`src/rtl/rxfw_pkg.sv`:
```
package rxfw_pkg;
   // reason a release was decided, used for internal steering
   typedef struct packed {
      logic full;
      logic flush;
      logic expire;
   } rxfw_cause_t;

   function automatic logic any_cause(input rxfw_cause_t c);
      return c.full | c.flush | c.expire;
   endfunction
endpackage

```
`src/rtl/rxfw_pin_sync.sv`:
```
module rxfw_pin_sync #(
   parameter int STAGES = 2
) (
   input  logic clk,
   input  logic rst_n,
   input  logic pin_n,
   output logic lvl_low,
   output logic fall
);
   if (STAGES < 2) begin : g_bad_stages
      $error("rxfw_pin_sync: STAGES must be at least 2");
   end

   logic [STAGES-1:0] sr;
   logic              prev;

   always_ff @(posedge clk or negedge rst_n) begin
      if (!rst_n) begin
         sr   <= '1;
         prev <= 1'b1;
      end else begin
         sr   <= {sr[STAGES-2:0], pin_n};
         prev <= sr[STAGES-1];
      end
   end

   assign lvl_low = ~sr[STAGES-1];
   assign fall    = prev & ~sr[STAGES-1];
endmodule

```
`src/rtl/rxfw_lat_timer.sv`:
```
module rxfw_lat_timer #(
   parameter int LAT_W = 8
) (
   input  logic             clk,
   input  logic             rst_n,
   input  logic             tick,
   input  logic [LAT_W-1:0] lat_set,
   input  logic             pending,
   input  logic             hold,
   input  logic             restart,
   output logic             expired
);
   if (LAT_W < 1) begin : g_bad_width
      $error("rxfw_lat_timer: LAT_W must be positive");
   end

   localparam logic [LAT_W-1:0] ONE = LAT_W'(1);

   logic [LAT_W-1:0] cnt;
   logic [LAT_W-1:0] lat_eff;

   assign lat_eff = (lat_set == '0) ? ONE : lat_set;
   assign expired = pending & ~hold & (cnt >= lat_eff);

   always_ff @(posedge clk or negedge rst_n) begin
      if (!rst_n) begin
         cnt <= '0;
      end else if (restart || !pending || hold) begin
         cnt <= '0;
      end else if (tick && cnt != '1) begin
         cnt <= cnt + ONE;
      end
   end
endmodule

```
`src/rtl/rxfw_flush_arb.sv`:
```
module rxfw_flush_arb
   import rxfw_pkg::*;
#(
   parameter int FILL_W       = 9,
   parameter int LEN_W        = 7,
   parameter int PKT_MAX      = 64,
   parameter bit ZLP_ON_EMPTY = 1'b1
) (
   input  logic              clk,
   input  logic              rst_n,
   input  logic [FILL_W-1:0] fill,
   input  logic              suspended,
   input  logic              strobe,
   input  logic              expired,
   output logic              restart,
   output logic              req,
   output logic [LEN_W-1:0]  len
);
   localparam logic [FILL_W-1:0] PKT_F = FILL_W'(PKT_MAX);
   localparam logic [LEN_W-1:0]  PKT_L = LEN_W'(PKT_MAX);

   logic            armed;
   logic            arm_now;
   logic            nonempty;
   logic            flush_ok;
   rxfw_cause_t     cause;
   logic            want;
   logic [LEN_W-1:0] len_c;

   assign nonempty = (fill != '0);
   assign arm_now  = armed | strobe;

   if (ZLP_ON_EMPTY) begin : g_zlp
      assign flush_ok = arm_now;
   end else begin : g_no_zlp
      assign flush_ok = arm_now & nonempty;
   end

   assign cause.full   = (fill >= PKT_F);
   assign cause.flush  = flush_ok;
   assign cause.expire = expired;

   assign want    = ~suspended & ~req & any_cause(cause);
   assign len_c   = cause.full ? PKT_L : fill[LEN_W-1:0];
   assign restart = want;

   always_ff @(posedge clk or negedge rst_n) begin
      if (!rst_n) begin
         req   <= 1'b0;
         len   <= '0;
         armed <= 1'b0;
      end else begin
         req <= want;
         len <= want ? len_c : '0;
         if (suspended)
            armed <= 1'b0;
         else if (want)
            armed <= arm_now & (len_c == PKT_L);
         else if (!ZLP_ON_EMPTY && !nonempty)
            armed <= 1'b0;
         else if (strobe)
            armed <= 1'b1;
      end
   end
endmodule

```
`src/rtl/rxfw_wake.sv`:
```
module rxfw_wake (
   input  logic clk,
   input  logic rst_n,
   input  logic suspended,
   input  logic wake_en,
   input  logic pin_low,
   output logic resume
);
   logic done;

   always_ff @(posedge clk or negedge rst_n) begin
      if (!rst_n) begin
         resume <= 1'b0;
         done   <= 1'b0;
      end else begin
         resume <= 1'b0;
         if (!suspended) begin
            done <= 1'b0;
         end else if (wake_en && pin_low && !done) begin
            resume <= 1'b1;
            done   <= 1'b1;
         end
      end
   end
endmodule

```
`src/rtl/rxfw_ctrl.sv`:
```
module rxfw_ctrl #(
   parameter int  BUF_DEPTH    = 384,
   parameter int  PKT_MAX      = 64,
   parameter int  LAT_W        = 8,
   parameter int  SYNC_STAGES  = 2,
   parameter bit  ZLP_ON_EMPTY = 1'b1,
   localparam int FILL_W       = $clog2(BUF_DEPTH + 1),
   localparam int LEN_W        = $clog2(PKT_MAX + 1)
) (
   input  logic              clk,
   input  logic              rst_n,
   input  logic [FILL_W-1:0] fill_lvl,
   input  logic              tick_1ms,
   input  logic [LAT_W-1:0]  lat_ms,
   input  logic              bus_suspended,
   input  logic              rwake_en,
   input  logic              siwu_n,
   output logic              send_req,
   output logic [LEN_W-1:0]  send_len,
   output logic              resume_req
);
   if (PKT_MAX < 1 || PKT_MAX > BUF_DEPTH) begin : g_bad_pkt
      $error("rxfw_ctrl: PKT_MAX must lie in 1..BUF_DEPTH");
   end

   logic pin_low;
   logic pin_fall;
   logic tmr_exp;
   logic tmr_restart;

   rxfw_pin_sync #(.STAGES(SYNC_STAGES)) u_sync (
      .clk     (clk),
      .rst_n   (rst_n),
      .pin_n   (siwu_n),
      .lvl_low (pin_low),
      .fall    (pin_fall)
   );

   rxfw_lat_timer #(.LAT_W(LAT_W)) u_timer (
      .clk     (clk),
      .rst_n   (rst_n),
      .tick    (tick_1ms),
      .lat_set (lat_ms),
      .pending (fill_lvl != '0),
      .hold    (bus_suspended),
      .restart (tmr_restart),
      .expired (tmr_exp)
   );

   rxfw_flush_arb #(
      .FILL_W       (FILL_W),
      .LEN_W        (LEN_W),
      .PKT_MAX      (PKT_MAX),
      .ZLP_ON_EMPTY (ZLP_ON_EMPTY)
   ) u_arb (
      .clk       (clk),
      .rst_n     (rst_n),
      .fill      (fill_lvl),
      .suspended (bus_suspended),
      .strobe    (pin_fall),
      .expired   (tmr_exp),
      .restart   (tmr_restart),
      .req       (send_req),
      .len       (send_len)
   );

   rxfw_wake u_wake (
      .clk       (clk),
      .rst_n     (rst_n),
      .suspended (bus_suspended),
      .wake_en   (rwake_en),
      .pin_low   (pin_low),
      .resume    (resume_req)
   );
endmodule

```
`config.mk`:
```
export PLATFORM = sky130hd
export DESIGN_NAME = rxfw_ctrl
export DESIGN_NICKNAME = d
export VERILOG_FILES = /design/src/rtl/rxfw_pkg.sv /design/src/rtl/rxfw_pin_sync.sv /design/src/rtl/rxfw_lat_timer.sv /design/src/rtl/rxfw_flush_arb.sv /design/src/rtl/rxfw_wake.sv /design/src/rtl/rxfw_ctrl.sv
export SDC_FILE = /design/constraint.sdc
export NUM_CORES = 1
export LEC_CHECK = 0
export BUFFER_PORTS_ARGS = -buffer_cell sky130_fd_sc_hd__buf_2
export CAP_MARGIN = 15
export CELL_PAD_IN_SITES_DETAIL_PLACEMENT = 0
export CELL_PAD_IN_SITES_GLOBAL_PLACEMENT = 1
export CORE_MARGIN = 10
export CORE_UTILIZATION = 39
export CTS_CLUSTER_SIZE = 16
export DETAILED_ROUTE_END_ITERATION = 6
export GPL_TIMING_DRIVEN = 0
export PLACE_DENSITY = 0.76
export SLEW_MARGIN = 20
export SYNTH_ARGS = -nofsm -noshare
export SYNTH_HDL_FRONTEND = slang
export SYNTH_SLANG_ARGS = --single-unit
```
`constraint.sdc`:
```
create_clock -name clk -period 2.1 [get_ports clk]
set_input_delay 0.42 -clock clk [delete_from_list [all_inputs] [get_ports clk]]
set_output_delay 0.42 -clock clk [all_outputs]
set_load 0.02 [all_outputs]
```
Word level (Yosys, flattened, before mapping)
Cells that the tools add are included.
{"block": "totals", "reg_bits": 22, "output_inout_bits": 9, "word_cells": 49, "inputBits": 23}
{"block": "classes", "n_lt_le_gt_ge": 2, "eq_ne": 3, "reduce_logical": 11, "add_sub_neg": 1, "mux": 12, "bitwise_logic": 12}
{"op": "8-bit 2-to-1 mux", "n": 3}
{"op": "7-bit 2-to-1 mux", "n": 2}
{"op": "9-bit by 7-bit greater-or-equal comparator with 1-bit output (second input constant)", "n": 1}
{"op": "9-bit nonzero test", "n": 1}
{"op": "8-bit by 1-bit adder with 8-bit output (second input constant)", "n": 1}
{"op": "8-bit greater-or-equal comparator", "n": 1}
{"op": "8-bit logical NOT", "n": 1}
{"op": "8-bit inequality test (second input constant)", "n": 1}
{"op": "7-bit == test (second input constant)", "n": 1}
{"op": "1-bit 2-to-1 mux", "n": 7}
{"op": "1-bit AND", "n": 6}
{"op": "1-bit logical AND", "n": 3}
{"op": "1-bit inverter", "n": 3}
{"op": "1-bit bitwise OR", "n": 3}
{"op": "3-bit nonzero test", "n": 1}
{"op": "1-bit logical NOT", "n": 2}
{"op": "1-bit logical OR", "n": 2}
{"op": "2-bit by 1-bit inequality test with 1-bit output (second input constant)", "n": 1}
{"op": "2-bit nonzero test", "n": 1}

Logic depth before layout (Yosys ltp)
Gate-level depths: netlist of the first run.
{"block": "depth", "depth_word": 9, "ltp_mapped": 8, "ltp_nobuf": 7}

By module
From an unflattened synthesis of the first run, not the netlist that was laid out.
{"block": "hier_totals", "hier_cells": 111, "hier_area_um2": 1181.1}
{"mod": "rxfw_lat_timer", "instances": 1, "area_each_um2": 645.6, "seq_area_each_um2": 200.2, "cells_each": 73}
{"mod": "rxfw_flush_arb", "instances": 1, "area_each_um2": 355.3, "seq_area_each_um2": 225.2, "cells_each": 24}
{"mod": "rxfw_pin_sync", "instances": 1, "area_each_um2": 88.8, "seq_area_each_um2": 78.8, "cells_each": 5}
{"mod": "rxfw_wake", "instances": 1, "area_each_um2": 71.3, "seq_area_each_um2": 50.0, "cells_each": 5}
{"mod": "rxfw_ctrl", "instances": 1, "area_each_um2": 20.0, "seq_area_each_um2": 0.0, "cells_each": 4}

Worst setup path after synthesis of the first run
OpenSTA, ideal clock, no wires.
{"block": "synth_path", "kind": "input to register", "from": "input lat_ms[2]", "to": "register u_arb.len[0]", "cell_stages": 8, "path_buffers": 1, "arrival_time_ns": 1.966, "required_time_ns": 1.951, "path_slack_ns": -0.016, "setup_ns": 0.149, "cell_sequence": "nor4_1 -> a41o_1 -> ha_1 -> nand2b_4 -> a2111oi_4 -> or3_1 -> clkbuf_2 -> a21oi_1"}
{"block": "synth_between", "elab_chain_cells": 7}
{"element": "start: declaration", "line_no": "rxfw_ctrl.sv:14", "text": "input logic [LAT_W-1:0] lat_ms,"}
{"element": "8-bit logical NOT", "line_no": "rxfw_lat_timer.sv:22", "text": "assign lat_eff = (lat_set == '0) ? ONE : lat_set;"}
{"element": "8-bit 2-to-1 mux *", "line_no": "rxfw_lat_timer.sv:22"}
{"element": "8-bit greater-or-equal comparator *", "line_no": "rxfw_lat_timer.sv:23", "text": "assign expired = pending & ~hold & (cnt >= lat_eff);"}
{"element": "1-bit AND *", "line_no": "rxfw_lat_timer.sv:23"}
{"element": "1-bit bitwise OR *", "line_no": "rxfw_pkg.sv:10", "text": "return c.full | c.flush | c.expire;"}
{"element": "1-bit AND *", "line_no": "rxfw_flush_arb.sv:43", "text": "assign want = ~suspended & ~req & any_cause(cause);"}
{"element": "7-bit 2-to-1 mux *", "line_no": "rxfw_flush_arb.sv:54", "text": "len <= want ? len_c : '0;"}
{"element": "end signal: assignment", "line_no": "rxfw_flush_arb.sv:54"}
{"element": "end: declaration", "line_no": "rxfw_flush_arb.sv:17", "text": "output logic [LEN_W-1:0] len"}
Every way passes the cells marked *; elsewhere a longest branch is shown, timed or not.
A chain may end at the register's enable or synchronous reset.

Worst setup path in the final report of the first run
{"block": "layout_path", "from": "input lat_ms[2]", "to": "register u_arb.req"}
{"block": "layout_between", "elab_chain_cells": 6}
{"element": "8-bit logical NOT", "line_no": "rxfw_lat_timer.sv:22"}
{"element": "8-bit 2-to-1 mux *", "line_no": "rxfw_lat_timer.sv:22"}
{"element": "8-bit greater-or-equal comparator *", "line_no": "rxfw_lat_timer.sv:23"}
{"element": "1-bit AND *", "line_no": "rxfw_lat_timer.sv:23"}
{"element": "1-bit bitwise OR *", "line_no": "rxfw_pkg.sv:10"}
{"element": "1-bit AND *", "line_no": "rxfw_flush_arb.sv:43"}
{"element": "net tmr_restart", "line_no": "rxfw_ctrl.sv:29", "text": "logic tmr_restart;"}
{"element": "end signal: assignment", "line_no": "rxfw_flush_arb.sv:53", "text": "req <= want;"}
{"element": "end: declaration", "line_no": "rxfw_flush_arb.sv:16", "text": "output logic req,"}
Mark *: on every way through the listed nets, which the timed path passes. The rest lies on a longest branch.

==> results of run 1 <==
[worst max-delay path: stages]
cell       delay [ns]
buf_2            0.11
nor4_2           0.25
a41o_1           0.19
ha_1             0.22
nand2b_4         0.15
a2111oi_4        0.41
or3_1            0.17
buf_4            0.14
a21oi_1          0.07
[metal layers]
metal	global-route usage, %	routed length [um]
met5	0	0
met4	2.788	12
met3	3.184	166
met2	14.88	1210
met1	12.16	1377
[through the flow]
| step | area, um2 | instances | total power [mW] |
|---|---|---|---|
| final | 1483 | 198 | 0.7688 |
| after CTS | 1469 | 198 | 0.7755 |
| after detailed placement | 1443 | 194 | 0.5800 |
| after global placement | 1443 | 194 | 0.5756 |
| after global routing | 1483 | 198 | 0.8085 |
| after floorplan | 1232 | 119 | 0.5256 |
[state kept, by name, indices dropped and copies added (netlist names)]
register       cells
u_sync.prev        1
u_sync.sr          2
u_timer.cnt        8
u_arb.req          1
u_arb.armed        1
u_arb.len          7
u_wake.done        1
u_wake.resume      1
[power breakdown]
group / internal, mW / switching (mW) / leakage, nW / total (mW)
combinational: 0.0539 / 0.0709 / 0.396 / 0.125
sequential: 0.439 / 0.00773 / 0.291 / 0.447
clock: 0.0739 / 0.123 / 0.0150 / 0.197
[worst min path at each step]
stage / from / depth (start not counted) / to
2_1_floorplan: rst_n / 0 / u_arb.armed$_DFFE_PN0P_
3_3_place_gp: u_sync.sr[0]$_DFF_PN1_ / 0 / u_sync.sr[1]$_DFF_PN1_
3_5_place_dp: u_sync.sr[0]$_DFF_PN1_ / 0 / u_sync.sr[1]$_DFF_PN1_
4_1_cts: rst_n / 1 / u_arb.len[3]$_DFF_PN0_
5_1_grt: rst_n / 1 / u_arb.len[1]$_DFF_PN0_
6_report: rst_n / 1 / u_arb.len[3]$_DFF_PN0_
[cells by family (layout without fill, tap and decap cells)]
logic type      Yosys count  after routing  synth area share, %
compound gates           25             25                16.14
xor+xnor                  5              5                3.553
flops                    22             22                44.98
mux                       1              1               0.8122
simple gates             46             46                21.93
fa+ha+maj                 9              9                9.137
buf+inv                  11             46                3.451
[final cells by class]
cell class                      count  area, um2  area share [%]
Inverter                            9      33.78           2.278
Clock buffer                        4      26.28           1.772
Sequential cell                    22      554.3           37.38
Buffer                              2      11.26          0.7595
Tap cell                           44      55.05           3.713
Timing Repair Buffer               31      155.1           10.46
Multi-Input combinational cell     86      646.9           43.63
[cells in the mapped netlist, drive strengths merged (2+ instances only)]
master / number / share of area [%]
dfrtp: 19 / 39
nor3: 11 / 5.4
a21oi: 9 / 3.7
ha: 9 / 9.1
inv: 9 / 2.7
nand2: 8 / 2.4
nor2: 7 / 2.1
o21ai: 5 / 2.0
xnor2: 5 / 3.6
nand3: 4 / 2.0
nand4: 4 / 2.0
a211oi: 3 / 1.8
dfstp: 3 / 6.4
nor4: 3 / 2.0
clkbuf: 2 / 0.71
nand2b: 2 / 1.6
o21a: 2 / 1.2
==> impl_metrics.py, run 1 <==
metrics = {
    "cells_and_area": {
        "layout_commonest_cell": "buf_2",
        "layout_common_cells": "31 x buf_2, 19 x dfrtp_1",
        "n_fill_cell": 298,
        "final_layout_size_suffix_gt1_share_pct": 31.17,
        "fin_nets": 187,
        "finish.utilization_pct": 48.97,
        "diodes": 0,
        "syn2layout_area_growth_pct": 20.30,
    },
    "hold_path": {
        "holdCritPathClass": "primary input to asynchronous set/reset pin",
    },
    "sta": {
        "drv_slew": 0,
        "slew_headroom_pct": 67.55,
        "clock_skew_ns": 0.009887,
        "fin_crit_sh_pct": 93.64,
        "tightest_slew_ns": 0.4867,
        "hold_violations": 0,
        "setup_slack_ns": 0.1335,
        "holdWs_ns": 0.05737,
        "fmax_mhz": 508.5,
        "setup_viol": 0,
        "period_needed_ns": 1.966,
        "rsz0062_at_grt": "no",
        "setup_tns_ns": 0,
    },
    "clock_network": {
        "cts_buffer_depth": 2,
        "hold_buffers": 0,
        "clockRootBuffer": "clkbuf_4",
        "cts_inserted_buffers": 3,
        "cts_tree": "done",
        "cts_htree_levels": 1,
        "cts_resized": 0,
        "clk_latency_ns": 0.30,
        "post_cts_buffers": 0,
        "clk_pin_slew_worst_paths_ns": 0.12,
        "clock-sinks": 22,
    },
    "worst_setup_path": {
        "crit_start": "lat_ms[2]",
        "timing.rr.start": "u_timer.cnt[0]$_DFFE_PN0P_",
        "reg2reg_depth": 7,
        "crit_end": "u_arb.req$_DFF_PN0_",
        "crit_type": "primary input to register",
        "timing.rr.end": "u_arb.req$_DFF_PN0_",
        "worst_setup_path_start_kind": "primary input",
        "worstPathArrival_ns": 2.13,
        "worstPathMaxFanout": 7,
        "endpoint_kind": "register",
        "reg2reg_setup_slack_ns": 0.19,
        "crit_required_ns": 2.26,
    },
    "drt": {
        "drc": 0,
        "dr.first_iter.drc_count": 35,
        "viasPerCell": 5.051,
        "drt-wirelength-per-cell_um": 13.97,
        "firstDrtPassIters": 4,
        "vias": 1000,
        "wl_um": 2766,
        "postRouteAntennaNets": 0,
    },
    "synthesis": {
        "synth.avg_cell_area_um2": 10.36,
        "ys_ff_latch": 22,
        "netlist_instances": 119,
        "async_flop_share_pct": 100.0,
        "synth.distinct_cells": 37,
        "synth_edf_count": 0,
        "syn_nets": 151,
        "yosysSeqAreaShare_pct": 44.97,
        "syn-cell-area_um2": 1232,
        "yosys_warnings": 0,
        "synthFlopType": "dfrtp_1",
    },
    "place": {
        "post-place-ws_ns": -0.2475,
        "place_congestion": 0.8182,
        "portBuffers": 31,
        "hpwl_um": 2217,
    },
    "floorplan": {
        "dieArea_um2": 5809,
        "die_width_um": 76.22,
        "ioPinCount": 32,
        "num_rows": 20,
        "core_area_um2": 3028,
        "initial_core_util_pct": 40.70,
        "die_h_um": 76.22,
    },
    "global_routing": {
        "grtUsageTotal_pct": 9.541,
        "gr-total-overflow": 0,
        "grt_first_pass_wirelength_um": 4754,
        "grt_pass1_vias": 1082,
        "grt_max_degree": 23,
        "antenna_found_initial": 0,
    },
    "pwr": {
        "ir_drop_v": 0.0002838,
        "power.static_leakage_nw": 0.7021,
        "power_density_nw_per_um2": 518.5,
    },
    "flow_run": {
        "maxCapViolCount": 0,
    },
    "run_status": {
        "status": "finished, final reports clean",
    },
}
(Power assumes the default switching activity.)
==> run 2: changes to the inputs <==
--- a/config.mk
+++ b/config.mk
@@ -15,7 +15,7 @@
 export DETAILED_ROUTE_END_ITERATION = 6
 export GPL_TIMING_DRIVEN = 0
 export PLACE_DENSITY = 0.76
-export SLEW_MARGIN = 20
+export REMOVE_ABC_BUFFERS = 1
 export SYNTH_ARGS = -nofsm -noshare
 export SYNTH_HDL_FRONTEND = slang
 export SYNTH_SLANG_ARGS = --single-unit
==> constraint.sdc (replaced) <==
create_clock -name clk -period 2.1 [get_ports clk]
set_input_delay 0.42 -clock clk [delete_from_list [all_inputs] [get_ports clk]]
set_output_delay 0.42 -clock clk [all_outputs]
set_load 0.1 [all_outputs]
==> run 2 against run 1 <==
Core utilization down 0.21 points. Critical path depth down 1. Sequential power about the same. Setup slack better by 0.018 ns. Non-clock buffer count down 2. Clock power up 4%. Flip-flop and latch count unchanged. Die area unchanged. First-iteration DRC count up 31%. Critical path type unchanged. Largest cell class unchanged. Highest routed layer unchanged.
==> impl_metrics.py, run 2 (synthesized netlist as in run 1, its figures left out) <==
metrics = {
    "run_status": {
        "status": "finished, final reports clean",
    },
    "floorplan": {
        "die_h_um": 76.22,
        "ioPinCount": 32,
        "dieArea_um2": 5809,
        "initial_core_util_pct": 40.70,
        "die_width_um": 76.22,
        "core_area_um2": 3028,
        "num_rows": 20,
    },
    "worst_setup_path": {
        "reg2reg_depth": 6,
        "worst_setup_path_start_kind": "primary input",
        "reg2reg_setup_slack_ns": 0.25,
        "cp_slowest_stage_delay_ns": 0.36,
        "worstPathMaxFanout": 8,
        "crit_end": "u_timer.cnt[7]$_DFFE_PN0P_",
        "path_cells": "buf_2, nor4_2, a41o_1, ha_1, nand2b_4, a2111oi_4, o31ai_4, nor4_2",
        "crit_type": "primary input to register",
        "timing.rr.start": "u_timer.cnt[0]$_DFFE_PN0P_",
        "timing.rr.end": "u_timer.cnt[7]$_DFFE_PN0P_",
        "endpoint_kind": "register",
        "crit_start": "lat_ms[2]",
        "cp_common_cell": "nor4_2",
        "slowest_stage": "a2111oi_4",
        "worstPathArrival_ns": 2.19,
        "crit_required_ns": 2.34,
    },
    "sta": {
        "drv_slew": 0,
        "rsz0062_at_grt": "no",
        "tightest_slew_ns": 0.4910,
        "slew_headroom_pct": 67.27,
        "fin_crit_sh_pct": 92.78,
        "period_needed_ns": 1.948,
        "setup_viol": 0,
        "hold_violations": 0,
        "clock_skew_ns": 0.01944,
        "fmax_mhz": 513.2,
        "setup_tns_ns": 0,
    },
    "cells_and_area": {
        "fin_nets": 185,
        "multi_input_area_um2": 651.9,
        "layout_commonest_cell": "buf_2",
        "final_layout_size_suffix_gt1_share_pct": 31.58,
        "n_fill_cell": 278,
        "reg_top3": "u_timer.cnt (8), u_arb.len (7), u_sync.sr (2)",
        "syn2layout_area_growth_pct": 19.80,
        "largest_reg_flops": 8,
        "diodes": 0,
        "regMostFlops": "u_timer.cnt",
        "layout_common_cells": "31 x buf_2, 19 x dfrtp_1",
        "seq_area_um2": 554.3,
        "finish.utilization_pct": 48.76,
    },
    "pwr": {
        "ir_drop_v": 0.0002090,
        "power.static_leakage_nw": 0.6983,
        "power_density_nw_per_um2": 549.4,
    },
    "clock_network": {
        "post_cts_buffers": 0,
        "cts_htree_levels": 1,
        "cts_resized": 0,
        "clk_latency_ns": 0.32,
        "clockRootBuffer": "clkbuf_4",
        "cts_buffer_depth": 2,
        "clk_pin_slew_worst_paths_ns": 0.13,
        "cts_inserted_buffers": 3,
        "cts_tree": "done",
        "hold_buffers": 0,
        "clock-sinks": 22,
    },
    "global_routing": {
        "gr-total-overflow": 0,
        "use_met3_pct": 3.066,
        "grt_pass1_vias": 1010,
        "met2_usage_pct": 15.73,
        "grt_first_pass_wirelength_um": 4574,
        "grt_util_met1_pct": 11.03,
        "busiest_layer": "met2",
        "grtUsageTotal_pct": 9.437,
        "grt_max_degree": 23,
        "antenna_found_initial": 0,
    },
    "drt": {
        "dr.first_iter.drc_count": 46,
        "vias": 1005,
        "drt-wirelength-per-cell_um": 14.23,
        "postRouteAntennaNets": 0,
        "drc": 0,
        "viasPerCell": 5.128,
        "wl_um": 2790,
        "firstDrtPassIters": 4,
    },
    "hold_path": {
        "holdCritPathClass": "primary input to asynchronous set/reset pin",
    },
    "place": {
        "place_congestion": 0.8513,
        "portBuffers": 31,
        "hpwl_um": 2230,
    },
    "flow_run": {
        "maxCapViolCount": 0,
    },
}
run 2: cell types whose count changed in the layout (fill, tap and decap cells not counted), sizes merged:
cell | previous run | this run
buf | 32 | 31
clkbuf | 5 | 4
run 2: where the power goes:
part / internal [mW] / switching [mW] / total [mW]
combinational: 0.0539 / 0.106 / 0.160
clock: 0.0743 / 0.130 / 0.204
sequential: 0.439 / 0.00768 / 0.447
total: 0.567 / 0.244 / 0.811
run 2: how the worst min path moves through the flow:
stage | to | start | slack [ns] | cells after the start
3_3_place_gp | u_sync.sr[1]$_DFF_PN1_ | u_sync.sr[0]$_DFF_PN1_ | 0.35 | 0
3_5_place_dp | u_sync.sr[1]$_DFF_PN1_ | u_sync.sr[0]$_DFF_PN1_ | 0.35 | 0
2_1_floorplan | u_arb.armed$_DFFE_PN0P_ | rst_n | 0.12 | 0
5_1_grt | u_arb.len[5]$_DFF_PN0_ | rst_n | 0.07 | 1
6_report | u_arb.len[5]$_DFF_PN0_ | rst_n | 0.04 | 1
4_1_cts | u_arb.armed$_DFFE_PN0P_ | rst_n | 0.06 | 1
run 2: through the flow:
stage	cell area (um2)	instances	hold WS, ns	worst slack (ns)	power, mW
finish	1476	196	0.03722	0.1516	0.8112
global route	1476	196	0.06760	0.03297	0.8473
CTS	1460	196	0.06053	0.003280	0.8192
detailed placement	1434	192	0.3473	-0.3417	0.6143
global placement	1434	192	0.3467	-0.3497	0.6119
floorplan	1224	117	0.1244	0.01578	0.5593
run 2: final cells by class:
cell class                      count  share of cell area (%)
Multi-Input combinational cell     86                   44.15
Sequential cell                    22                   37.54
Timing Repair Buffer               31                   10.51
Tap cell                           44                   3.729
Inverter                            9                   2.288
Clock buffer                        4                   1.780
run 2: metal layers:
layer	wire (um)	part of all wire, %
met1	1209	43
met2	1347	48
met3	183	6.6
met4	49	1.8
met5	0	0
run 2: critical path: cells and delay by family:
kind	cells	cell delay [ns]
AO/OA/AOI/OAI	3	0.74
AND/OR/NAND/NOR	3	0.70
buffers and inverters	1	0.11
adder cells (fa/ha/maj)	1	0.22
==> run 3: changes to the inputs <==
==> constraint.sdc (replaced) <==
create_clock -name clk -period 1.9 [get_ports clk]
set_input_delay 0.38 -clock clk [delete_from_list [all_inputs] [get_ports clk]]
set_output_delay 0.38 -clock clk [all_outputs]
set_load 0.1 [all_outputs]
==> run 3 against run 2 <==
The flow now finishes with violations (hold timing). Register-to-register slack worse by 0.18 ns. Combinational power up 14%. First-iteration DRC count grew 15%. Critical path depth unchanged. Total power is 11% higher. Critical path type unchanged. Largest power group unchanged. Highest routed layer unchanged.
==> impl_metrics.py, run 3 (synthesized netlist as in run 1, its figures left out) <==
metrics = {
    "worst_setup_path": {
        "crit_type": "primary input to register",
        "path_cells": "buf_8, nor4_4, a41o_1, ha_1, nand2b_4, a2111oi_4, o31ai_4, nor4_2",
        "cp_slowest_stage_delay_ns": 0.36,
        "worst_setup_path_start_kind": "primary input",
        "slowest_stage": "a2111oi_4",
        "endpoint_kind": "register",
        "worstPathArrival_ns": 2.10,
        "critPathBufInv": 1,
        "worstPathMaxFanout": 8,
        "crit_family": "compound AO/OA/AOI/OAI gates",
        "crit_required_ns": 2.14,
    },
    "cells_and_area": {
        "reg_top3": "u_timer.cnt (8), u_arb.len (7), u_sync.sr (2)",
        "final_area_um2": 1503,
        "diodes": 0,
        "layout_commonest_cell": "buf_2",
        "n_fill_cell": 278,
        "regMostFlops": "u_timer.cnt",
        "fin_nets": 185,
        "multi_input_area_um2": 660.6,
        "seq_area_um2": 555.5,
        "final_layout_size_suffix_gt1_share_pct": 32.24,
        "layout_common_cells": "29 x buf_2, 18 x dfrtp_1",
        "fin_cells": 196,
        "largest_reg_flops": 8,
        "syn2layout_area_growth_pct": 21.93,
    },
    "sta": {
        "holdWs_ns": -0.0007360,
        "rsz0062_at_grt": "yes",
        "slew_headroom_pct": 67.44,
        "setup_viol": 0,
        "tightest_slew_ns": 0.4884,
        "drv_slew": 0,
        "clock_skew_ns": 0.01838,
        "fin_crit_sh_pct": 97.86,
        "hold_violations": 5,
        "fmax_mhz": 537.8,
        "setup_slack_ns": 0.04072,
        "period_needed_ns": 1.859,
    },
    "global_routing": {
        "grt_first_pass_wirelength_um": 4650,
        "met2_usage_pct": 15.99,
        "gr-total-overflow": 0,
        "grt_pass1_vias": 1016,
        "busiest_layer": "met2",
        "use_met3_pct": 2.948,
        "grtUsageTotal_pct": 9.583,
        "grt_max_degree": 23,
        "antenna_found_initial": 0,
        "grt_util_met1_pct": 11.31,
    },
    "pwr": {
        "ir_drop_v": 0.0002295,
        "p_int_mw": 0.6308,
        "p_total_mw": 0.9004,
        "power_density_nw_per_um2": 599.2,
        "pwr-share-seq_pct": 54.9,
        "power.switching_fraction_pct": 29.94,
        "p_sw_mw": 0.2696,
        "clock_power_share_pct": 24.9,
        "combPwrFrac_pct": 20.2,
        "power.static_leakage_nw": 0.7038,
    },
    "place": {
        "placed_cell_area_um2": 1434,
        "place_congestion": 0.8513,
        "post-place-ws_ns": -0.5017,
        "hpwl_um": 2230,
        "place_inst": 192,
        "portBuffers": 31,
    },
    "clock_network": {
        "clock-sinks": 22,
        "cts_buffer_depth": 2,
        "clk_latency_ns": 0.32,
        "cts_tree": "done",
        "hold_buffers": 0,
        "post_cts_buffers": 0,
        "clockRootBuffer": "clkbuf_4",
        "cts_inserted_buffers": 3,
        "cts_htree_levels": 1,
        "clk_pin_slew_worst_paths_ns": 0.13,
    },
    "floorplan": {
        "ioPinCount": 32,
        "die_h_um": 76.22,
        "core_area_um2": 3028,
        "num_rows": 20,
        "dieArea_um2": 5809,
        "die_width_um": 76.22,
        "initial_core_util_pct": 40.70,
    },
    "drt": {
        "wl_um": 2793,
        "postRouteAntennaNets": 0,
        "firstDrtPassIters": 4,
        "drc": 0,
        "viasPerCell": 5.184,
        "dr.first_iter.drc_count": 53,
        "vias": 1016,
        "drt-wirelength-per-cell_um": 14.25,
    },
    "run_status": {
        "status": "complete, but fails checks",
        "violations": "hold timing",
    },
    "hold_path": {
        "holdCritPathClass": "primary input to asynchronous set/reset pin",
    },
    "flow_run": {
        "maxCapViolCount": 0,
    },
}
==> run 3: changes by cell type in the layout (fill, tap and decap cells not counted) <==
cell / change
buf_2: -2
buf_6: +1
buf_8: +1
dfrtp_1: -1
dfrtp_2: +1
nor4_2: -1
nor4_4: +1
==> run 3: power by group through the flow <==
stage          sequential [mW]  combinational [mW]  clock (mW)
2_1_floorplan            0.548              0.0706           0
3_3_place_gp             0.502               0.174           0
3_5_place_dp             0.503               0.176           0
4_1_cts                  0.494               0.183       0.234
5_1_grt                  0.496               0.198       0.247
6_report                 0.494               0.182       0.225
==> run 3: timing repair <==
item / in CTS / in global routing
gates resized for setup: 5 / 4
setup endpoints to repair: 15 / 8
pin swaps: 6 / 1
==> run 3: final timing paths <==
check | to | startpoint | cells after the start | slack (ns)
worst min register to register | u_sync.sr[1]$_DFF_PN1_ | u_sync.sr[0]$_DFF_PN1_ | 0 | 0.36
worst min-delay path | u_arb.len[5]$_DFF_PN0_ | rst_n | 1 | -0.0007
worst max register to register | u_timer.cnt[7]$_DFFE_PN0P_ | u_timer.cnt[5]$_DFFE_PN0P_ | 5 | 0.07
worst max-delay path | u_timer.cnt[7]$_DFFE_PN0P_ | lat_ms[7] | 8 | 0.04
max in group asynchronous | u_timer.cnt[5]$_DFFE_PN0P_ | rst_n | 1 | 1.52
min in group clk | u_sync.sr[0]$_DFF_PN1_ | siwu_n | 1 | 0.16
==> run 3: layout make-up <==
type | count | share of cell area [%]
inverter | 9 | 2.248
clock buffer | 4 | 1.749
tap | 44 | 3.664
multi-input combinational | 86 | 43.96
sequential | 22 | 36.97
timing repair buffer | 31 | 11.41
==> run 3: through the flow <==
step                TNS (ns)  util (%)
detailed placement    -6.578     47.36
finish                     0     49.63
floorplan             -1.533         -
CTS                        0     49.26
global placement      -6.826     47.36
global route         -0.2125     49.63
==> run 3: worst reg2reg max path, cell delays in order (launching register included) <==
cell and delay, ns:
dfrtp_2 0.47, ha_1 0.32, a211oi_1 0.21, nor2_1 0.11, o31a_4 0.39, nor4_2 0.27
==> run 3: per-layer routing <==
layer,part of all wire (%),routed length [um]
met2,48,1332
met1,45,1252
met5,0,0
met3,5.9,165
met4,1.5,43
